### src/rtl/prd_splitter.sv
module prd_splitter #(
  parameter int MAX_ENTRIES = 256,
  localparam int CW = $clog2(MAX_ENTRIES + 1)
) (
  input  logic          clk,
  input  logic          rst_n,
  input  logic          halve_full,
  input  logic          seg_valid,
  output logic          seg_ready,
  input  logic [31:0]   seg_addr,
  input  logic [31:0]   seg_len,
  input  logic          seg_last,
  output logic          prd_valid,
  input  logic          prd_ready,
  output logic [31:0]   prd_addr,
  output logic [31:0]   prd_ctrl,
  output logic          done_valid,
  output logic [CW-1:0] done_count,
  output logic          done_overflow,
  output logic          done_empty
);

  logic          have_seg, seg_end, fin, ovf;
  logic [31:0]   cur_addr, cur_len;
  logic          pend_v;
  logic [31:0]   pend_addr;
  logic [15:0]   pend_len;
  logic          out_v;
  logic [31:0]   out_addr, out_ctrl;
  logic [CW-1:0] cnt;
  logic [16:0]   room, chunk;
  logic          out_free, gen, full, seg_fire, seg_done, finish, push;

  assign room = 17'h10000 - {1'b0, cur_addr[15:0]};

  always_comb begin
    chunk = (cur_len < {15'd0, room}) ? cur_len[16:0] : room;
    if (halve_full && chunk == 17'h10000) chunk = 17'h08000;
  end

  assign out_free  = !out_v || prd_ready;
  assign gen       = have_seg && (!pend_v || out_free);
  assign full      = (cnt == CW'(MAX_ENTRIES));
  assign seg_done  = ({15'd0, chunk} == cur_len);
  assign finish    = fin && (!pend_v || out_free);
  assign push      = pend_v && out_free && ((gen && !full) || (finish && !ovf));
  assign seg_ready = !have_seg && !fin;
  assign seg_fire  = seg_valid && seg_ready;

  assign prd_valid = out_v;
  assign prd_addr  = out_addr;
  assign prd_ctrl  = out_ctrl;

  always_ff @(posedge clk) begin
    if (!rst_n) begin
      have_seg <= 1'b0;
      seg_end  <= 1'b0;
      fin      <= 1'b0;
      ovf      <= 1'b0;
      cur_addr <= '0;
      cur_len  <= '0;
      cnt      <= '0;
      pend_v   <= 1'b0;
      pend_addr <= '0;
      pend_len <= '0;
    end else begin
      if (seg_fire) begin
        seg_end <= seg_last;
        if (seg_len != 32'd0 && !ovf) begin
          have_seg <= 1'b1;
          cur_addr <= seg_addr;
          cur_len  <= seg_len;
        end else if (seg_last) begin
          fin <= 1'b1;
        end
      end
      if (gen) begin
        if (full) begin
          ovf      <= 1'b1;
          have_seg <= 1'b0;
          pend_v   <= 1'b0;
          if (seg_end) fin <= 1'b1;
        end else begin
          pend_v    <= 1'b1;
          pend_addr <= cur_addr;
          pend_len  <= chunk[15:0];
          cnt       <= cnt + CW'(1);
          cur_addr  <= cur_addr + {15'd0, chunk};
          cur_len   <= cur_len - {15'd0, chunk};
          if (seg_done) begin
            have_seg <= 1'b0;
            if (seg_end) fin <= 1'b1;
          end
        end
      end
      if (finish) begin
        fin    <= 1'b0;
        ovf    <= 1'b0;
        cnt    <= '0;
        pend_v <= 1'b0;
      end
    end
  end

  always_ff @(posedge clk) begin
    if (!rst_n) begin
      out_v    <= 1'b0;
      out_addr <= '0;
      out_ctrl <= '0;
    end else if (push) begin
      out_v    <= 1'b1;
      out_addr <= pend_addr;
      out_ctrl <= {finish, 15'd0, pend_len};
    end else if (prd_ready) begin
      out_v <= 1'b0;
    end
  end

  always_ff @(posedge clk) begin
    if (!rst_n) begin
      done_valid    <= 1'b0;
      done_count    <= '0;
      done_overflow <= 1'b0;
      done_empty    <= 1'b0;
    end else begin
      done_valid <= finish;
      if (finish) begin
        done_count    <= ovf ? '0 : cnt;
        done_overflow <= ovf;
        done_empty    <= !ovf && (cnt == '0);
      end
    end
  end


  stall_hold_chk: assert property (@(posedge clk) disable iff (!rst_n)
    prd_valid && !prd_ready |=> prd_valid && $stable(prd_addr) && $stable(prd_ctrl));


  boundary_chk: assert property (@(posedge clk) disable iff (!rst_n)
    prd_valid |-> ({2'b0, prd_addr[15:0]} +
      ((prd_ctrl[15:0] == 16'd0) ? 18'h10000 : {2'b0, prd_ctrl[15:0]})) <= 18'h10000);


  rsvd_zero_chk: assert property (@(posedge clk) disable iff (!rst_n)
    prd_valid |-> prd_ctrl[30:16] == 15'd0);


  halve_nonzero_chk: assert property (@(posedge clk) disable iff (!rst_n)
    prd_valid && halve_full |-> prd_ctrl[15:0] != 16'd0);


  ovf_report_chk: assert property (@(posedge clk) disable iff (!rst_n)
    done_valid && done_overflow |-> done_count == '0 && !done_empty);


  count_range_chk: assert property (@(posedge clk) disable iff (!rst_n)
    done_valid |-> done_count <= CW'(MAX_ENTRIES));

endmodule

### config.mk
export PLATFORM = sky130hd
export DESIGN_NAME = prd_splitter
export DESIGN_NICKNAME = d
export VERILOG_FILES = /design/src/rtl/prd_splitter.sv
export SDC_FILE = /design/constraint.sdc
export NUM_CORES = 1
export LEC_CHECK = 0
export BUFFER_PORTS_ARGS = -buffer_cell sky130_fd_sc_hd__buf_2
export CAP_MARGIN = 10
export CORE_MARGIN = 2
export CORE_UTILIZATION = 45
export DETAILED_ROUTE_END_ITERATION = 8
export GPL_ROUTABILITY_DRIVEN = 0
export PLACE_DENSITY_LB_ADDON = 0.1
export SYNTH_ARGS = -nofsm -noshare
export SYNTH_HDL_FRONTEND = slang
export SYNTH_SLANG_ARGS = --single-unit
### constraint.sdc
create_clock -name clk -period 6.25 [get_ports clk]
set_clock_uncertainty 0.05 [all_clocks]
set_input_delay 0.625 -clock clk [delete_from_list [all_inputs] [get_ports clk]]
set_output_delay 0.625 -clock clk [all_outputs]
set_load 0.01 [all_outputs]
======== Word-level counts from Yosys, hierarchy flattened ========
Cells that the tools add are included.
storage, ports and cells
  flip-flop bits (word level) ............. 188
  input bits .............................. 70
cells by class
  multiplexer cells ....................... 26
  $lt $le $gt $ge ......................... 1
  add/subtract/negate cells ............... 4
  reductions and logical operators ........ 26
  equality and inequality tests ........... 3
  bitwise gates (word level) .............. 2
operators by type and width
  operator                number
  $mux 32                 8
  $mux 17                 2
  $add 32x17->32          1
  $eq 17x32->1            1
  $lt 32x17->1            1
  $reduce_bool 32->1      1
  $sub 32x17->32          1
  $eq 17x17->1 const B    1
  $sub 17x16->17 const A  1
  $mux 1                  15
  $logic_and 1x1->1       11
  $add 9x1->9 const B     1
  $eq 9x9->1 const B      1
  $logic_not 9->1         1
  $mux 9                  1
  $logic_not 1->1         6
  $reduce_and 2->1        2
  $logic_or 1x1->1        3
  $not 1->1               2
  $reduce_bool 2->1       1
  $reduce_or 2->1         1

======== Longest topological paths before layout ========
  depth after elaboration ................. 10
  depth in mapped cells ................... 24

======== Worst setup path after synthesis ========
Ideal clock, no wire load.
  path kind ............................... register to register
  start ................................... register cur_addr[7]
  end ..................................... register cur_addr[26]
  cell stages (with the launch flop) ...... 22
  library setup time ...................... 0.086 ns
  period minus slack after synthesis ...... 5.659 ns
  buffers on the path ..................... 2
  path slack .............................. 0.591 ns
  arrival time ............................ 5.523 ns
  required time ........................... 6.114 ns
  path through ............................ dfxtp_1 clkbuf_1 or4_1 nor3_1 nand2_1 xor2_1 inv_1 ha_1 and4_1 o21ai_0 a2111oi_1 nor2_4 buf_6 mux2i_1 fa_1 nor2b_4 o31ai_4 a2111oi_4 o41a_4 a311o_4 and2_4 a221oi_2
between the ends
  word-level cells in the longest chain between the ends .. 9
ends and longest elaborated chain
  element                 line  text
  from (decl)             24    logic [31:0] cur_addr, cur_len;
  from (signal assigned)  71    cur_addr <= seg_addr;
  from (signal assigned)  88    cur_addr <= cur_addr + {15'd0, chunk};
  $sub 17x16->17          34    assign room = 17'h10000 - {1'b0, cur_addr[15:0]};
  $lt 32x17->1            37    chunk = (cur_len < {15'd0, room}) ? cur_len[16:0] : room;
  $mux 17                 37
  $eq 17x17->1            38    if (halve_full && chunk == 17'h10000) chunk = 17'h08000;
  $logic_and 1x1->1       38
  $mux 17                 38
  $add 32x17->32 (*)      88
  $mux 32 (*)             78    if (full) begin
  $mux 32 (*)             77    if (gen) begin
Every way passes the cells marked *; elsewhere a longest branch is shown, timed or not.
A chain may end at the register's enable or synchronous reset.

======== Worst setup path in the final report ========
  start ................................... register cur_addr[0]
  end ..................................... register cur_addr[26]
between the ends
  word-level cells in the longest chain between the ends .. 9
ends and longest elaborated chain
  element             line  text
  $sub 17x16->17 (*)  34
  $lt 32x17->1        37
  $mux 17 (*)         37
  $eq 17x17->1        38
  $logic_and 1x1->1   38
  $mux 17 (*)         38
  named net chunk[7]  31    logic [16:0] room, chunk;
  $add 32x17->32 (*)  88
  $mux 32 (*)         78
  $mux 32 (*)         77
Mark *: on every way through the listed nets, which the timed path passes. The rest lies on a longest branch.

==> metrics.md <==
| Metric | Value |
|---|---|
| Run status | completed |
| Clock sinks | 188 |
| Setup TNS | 0 ns |
| Tmin final | 5.88 ns |
| Vias per inst | 5.59 |
| Layout Nets | 1578 |
| Starting Density | 0.454 |
| CTS Buffer Depth | 2 |
| Post-DP HPWL | 21.4 mm |
| CTS tree | yes |
| Min-delay worst type | input pin to register |
| Leakage | 5.02 nW |
| Switch share | 0.387 |
| IO buf count | 132 |
| Net Sw Power | 1.56 mW |
| Initial antenna violation count | 0 |
| Startpoint Class | register |
| F_max | 170 MHz |
| Tcrit/Tclk final | 0.941 |
| Total grt overflow | 0 |
| Routed Antenna Nets | 0 |
| DRT Wirelength | 30.0 mm |
| Layout area overhead | 14.7% |
| Final setup fails | 0 |
| DRC Markers | 0 |
| Post-Synthesis Cells | 1349 |
| Die H | 157 um |
| Combinational share of power | 0.374 |
| Clk_lat worst skew | 0.44 ns |
| Pwr Total | 4.03 mW |
| Ant diodes | 0 |
| Root buffer cell | clkbuf_16 |
| CTS buffer count | 17 |
| Top Ports | 148 |
| H-tree levels | 4 |
| Final Hold Fails | 0 |
| Most common cell after layout, fill and taps aside | nand2_1 |
| Post-synthesis register bit count | 188 |
| PwrDens | 333 mW/mm2 |
| DR vias | 9972 |
| Critical path fanouts, max | 10 |
| Die area | 0.0247 mm2 |
| Headroom to the max-slew limit | 0.269 |
| Number of synthesized flops with an enable pin | 0 |
| Crit path DAT | 6.19 ns |
| Seq/Total Area, Yosys | 0.357 |
| Peak VDD IR | 0.169 mV |
| DR WL/cell | 16.8 um |
| Number of global-route vias before repair | 9044 |
| Placeable Area | 0.0233 mm2 |
| Hold depth | 3 |
| Mapped Area | 0.0106 mm2 |
| Clk slew on worst S/H paths | 0.08 ns |
| Slew Viols, Final | 0 |
| Seq pwr share | 0.346 |
| Max cap viols | 0 |
| Share of layout cells above drive strength 1 | 0.153 |
| Worst setup EP type | register |
| Initial DRC count | 772 |
| Clock Power Share | 0.280 |
| Die Wd | 157 um |
| FFs w/ async S/R, synth | 0 |
| All-Layer GR Usage | 0.245 |
| Rows | 56 |
| Power Internal | 2.47 mW |
| Syn Area/Cell | 7.82 um2 |
| First-pass GRT wire length | 48.1 mm |
| Most frequent cells in the layout | nand2_1 (299), dfxtp_1 (188), a21oi_1 (148) |
| Yosys warnings | 0 |
| First drt pass iteration count | 5 |
| Transition time of the tightest slew-check pin | 1.09 ns |
| Largest net degree at the start of global routing | 80 |
| Post-synth top flop | dfxtp_1 |
| Netlist cell types | 87 |
| RSZ-0062 raised after global routing | false |
| Reg2Reg Depth | 22 |
| Worst path required time | 6.56 ns |
| Setup CP Type | register to register |
==> registers in the layout (all words and copies together), names as in the netlist, 9 cells and up <==
register	flops
cnt	9
cur_addr	32
cur_len	32
done_count	9
pend_addr	32
pend_len	16
prd_addr	32
prd_ctrl	17
==> synthesized netlist by cell type, types with 22 or more instances <==
cell      count  area (um2)
nand2_1     300        1130
o21ai_0      50         250
a311oi_1     27         236
dfxtp_1     188        3760
a21oi_1     149         746
inv_1        46         173
nand3_1      22         110
clkbuf_1     54         203
nor2_1       83         312
nor3_1       24         120
ha_1         53         663
==> layout make-up <==
cell class                 instances  area [um2]
clock inverter                    14         174
sequential                       188        3760
clock buffer                      18         429
tap                              319         399
multi-input combinational       1034        6260
timing repair buffer             161         878
inverter                          51         194
fill                            2350       11200
==> through the flow <==
stage / hold WS (ns) / instances / utilization / setup slack (ns) / cell area [um2]
after floorplan: 0.377 / 1363 / - / 0.591 / 10600
after global placement: 0.390 / 1747 / 0.492 / 0.387 / 11400
after detailed placement: 0.392 / 1747 / 0.492 / 0.201 / 11400
after CTS: 0.369 / 1779 / 0.518 / 0.172 / 12000
after global routing: 0.371 / 1785 / 0.520 / 0.0540 / 12100
final: 0.378 / 1785 / 0.520 / 0.368 / 12100
==> worst max-delay path: stages (launching register included) <==
cell	delay (ns)
dfxtp_1	0.37
or4_1	0.60
nor2b_2	0.22
nand2_1	0.09
xor2_1	0.18
inv_1	0.06
ha_1	0.29
a211oi_1	0.34
o211ai_1	0.16
a21oi_1	0.19
a2111oi_2	0.08
nor2_4	0.27
buf_4	0.19
mux2i_1	0.40
inv_2	0.06
ha_1	0.35
a21o_1	0.22
o21ba_4	0.26
a2111oi_4	0.06
o41a_4	0.48
a311o_4	0.46
and2_4	0.17
a221oi_2	0.25
==> kinds of logic (layout without fill, tap and decap cells) <==
kind of cell,count (synthesis),count (layout),synth area share
AND/OR/NAND/NOR,542,542,0.235
AO/OA/AOI/OAI,360,360,0.228
flip-flops,188,188,0.357
buffers and inverters,141,244,0.0586
adder cells (fa/ha/maj),55,55,0.0667
XOR/XNOR,38,38,0.0315
multiplexers,24,24,0.0231
other,1,15,0.000355
==> metal layers <==
layer  part of all wire  up-vias  GRT usage
met5                  0        -          0
met4              0.010        0     0.0489
met3              0.039       24     0.0350
met2               0.45      254      0.392
met1               0.50     4701      0.351
li1                   -     4993          -
==> power groups by stage <==
stage | registers (mW) | clock network, mW | logic (mW)
4_1_cts | 1.39 | 1.15 | 1.48
2_1_floorplan | 1.38 | 0 | 1.14
3_5_place_dp | 1.42 | 0 | 1.47
5_1_grt | 1.41 | 1.20 | 1.68
3_3_place_gp | 1.42 | 0 | 1.46
6_report | 1.39 | 1.13 | 1.50
==> final timing paths <==
kind / from / to / slack (ns)
setup / recovery: cur_addr[0] / cur_addr[26] / 0.37
hold / removal: seg_len[29] / cur_len[29] / 0.38
setup reg to reg: cur_addr[0] / cur_addr[26] / 0.37
hold reg to reg: pend_len[11] / prd_ctrl[11] / 0.40
==> what timing repair did <==
item                                    4_1_cts  5_1_grt
hold buffers                                  0        0
setup buffers                                 0        6
endpoints found under the setup margin        0       20
gates resized for setup                       0        1
Note: power is estimated with default switching activity, not from simulation.
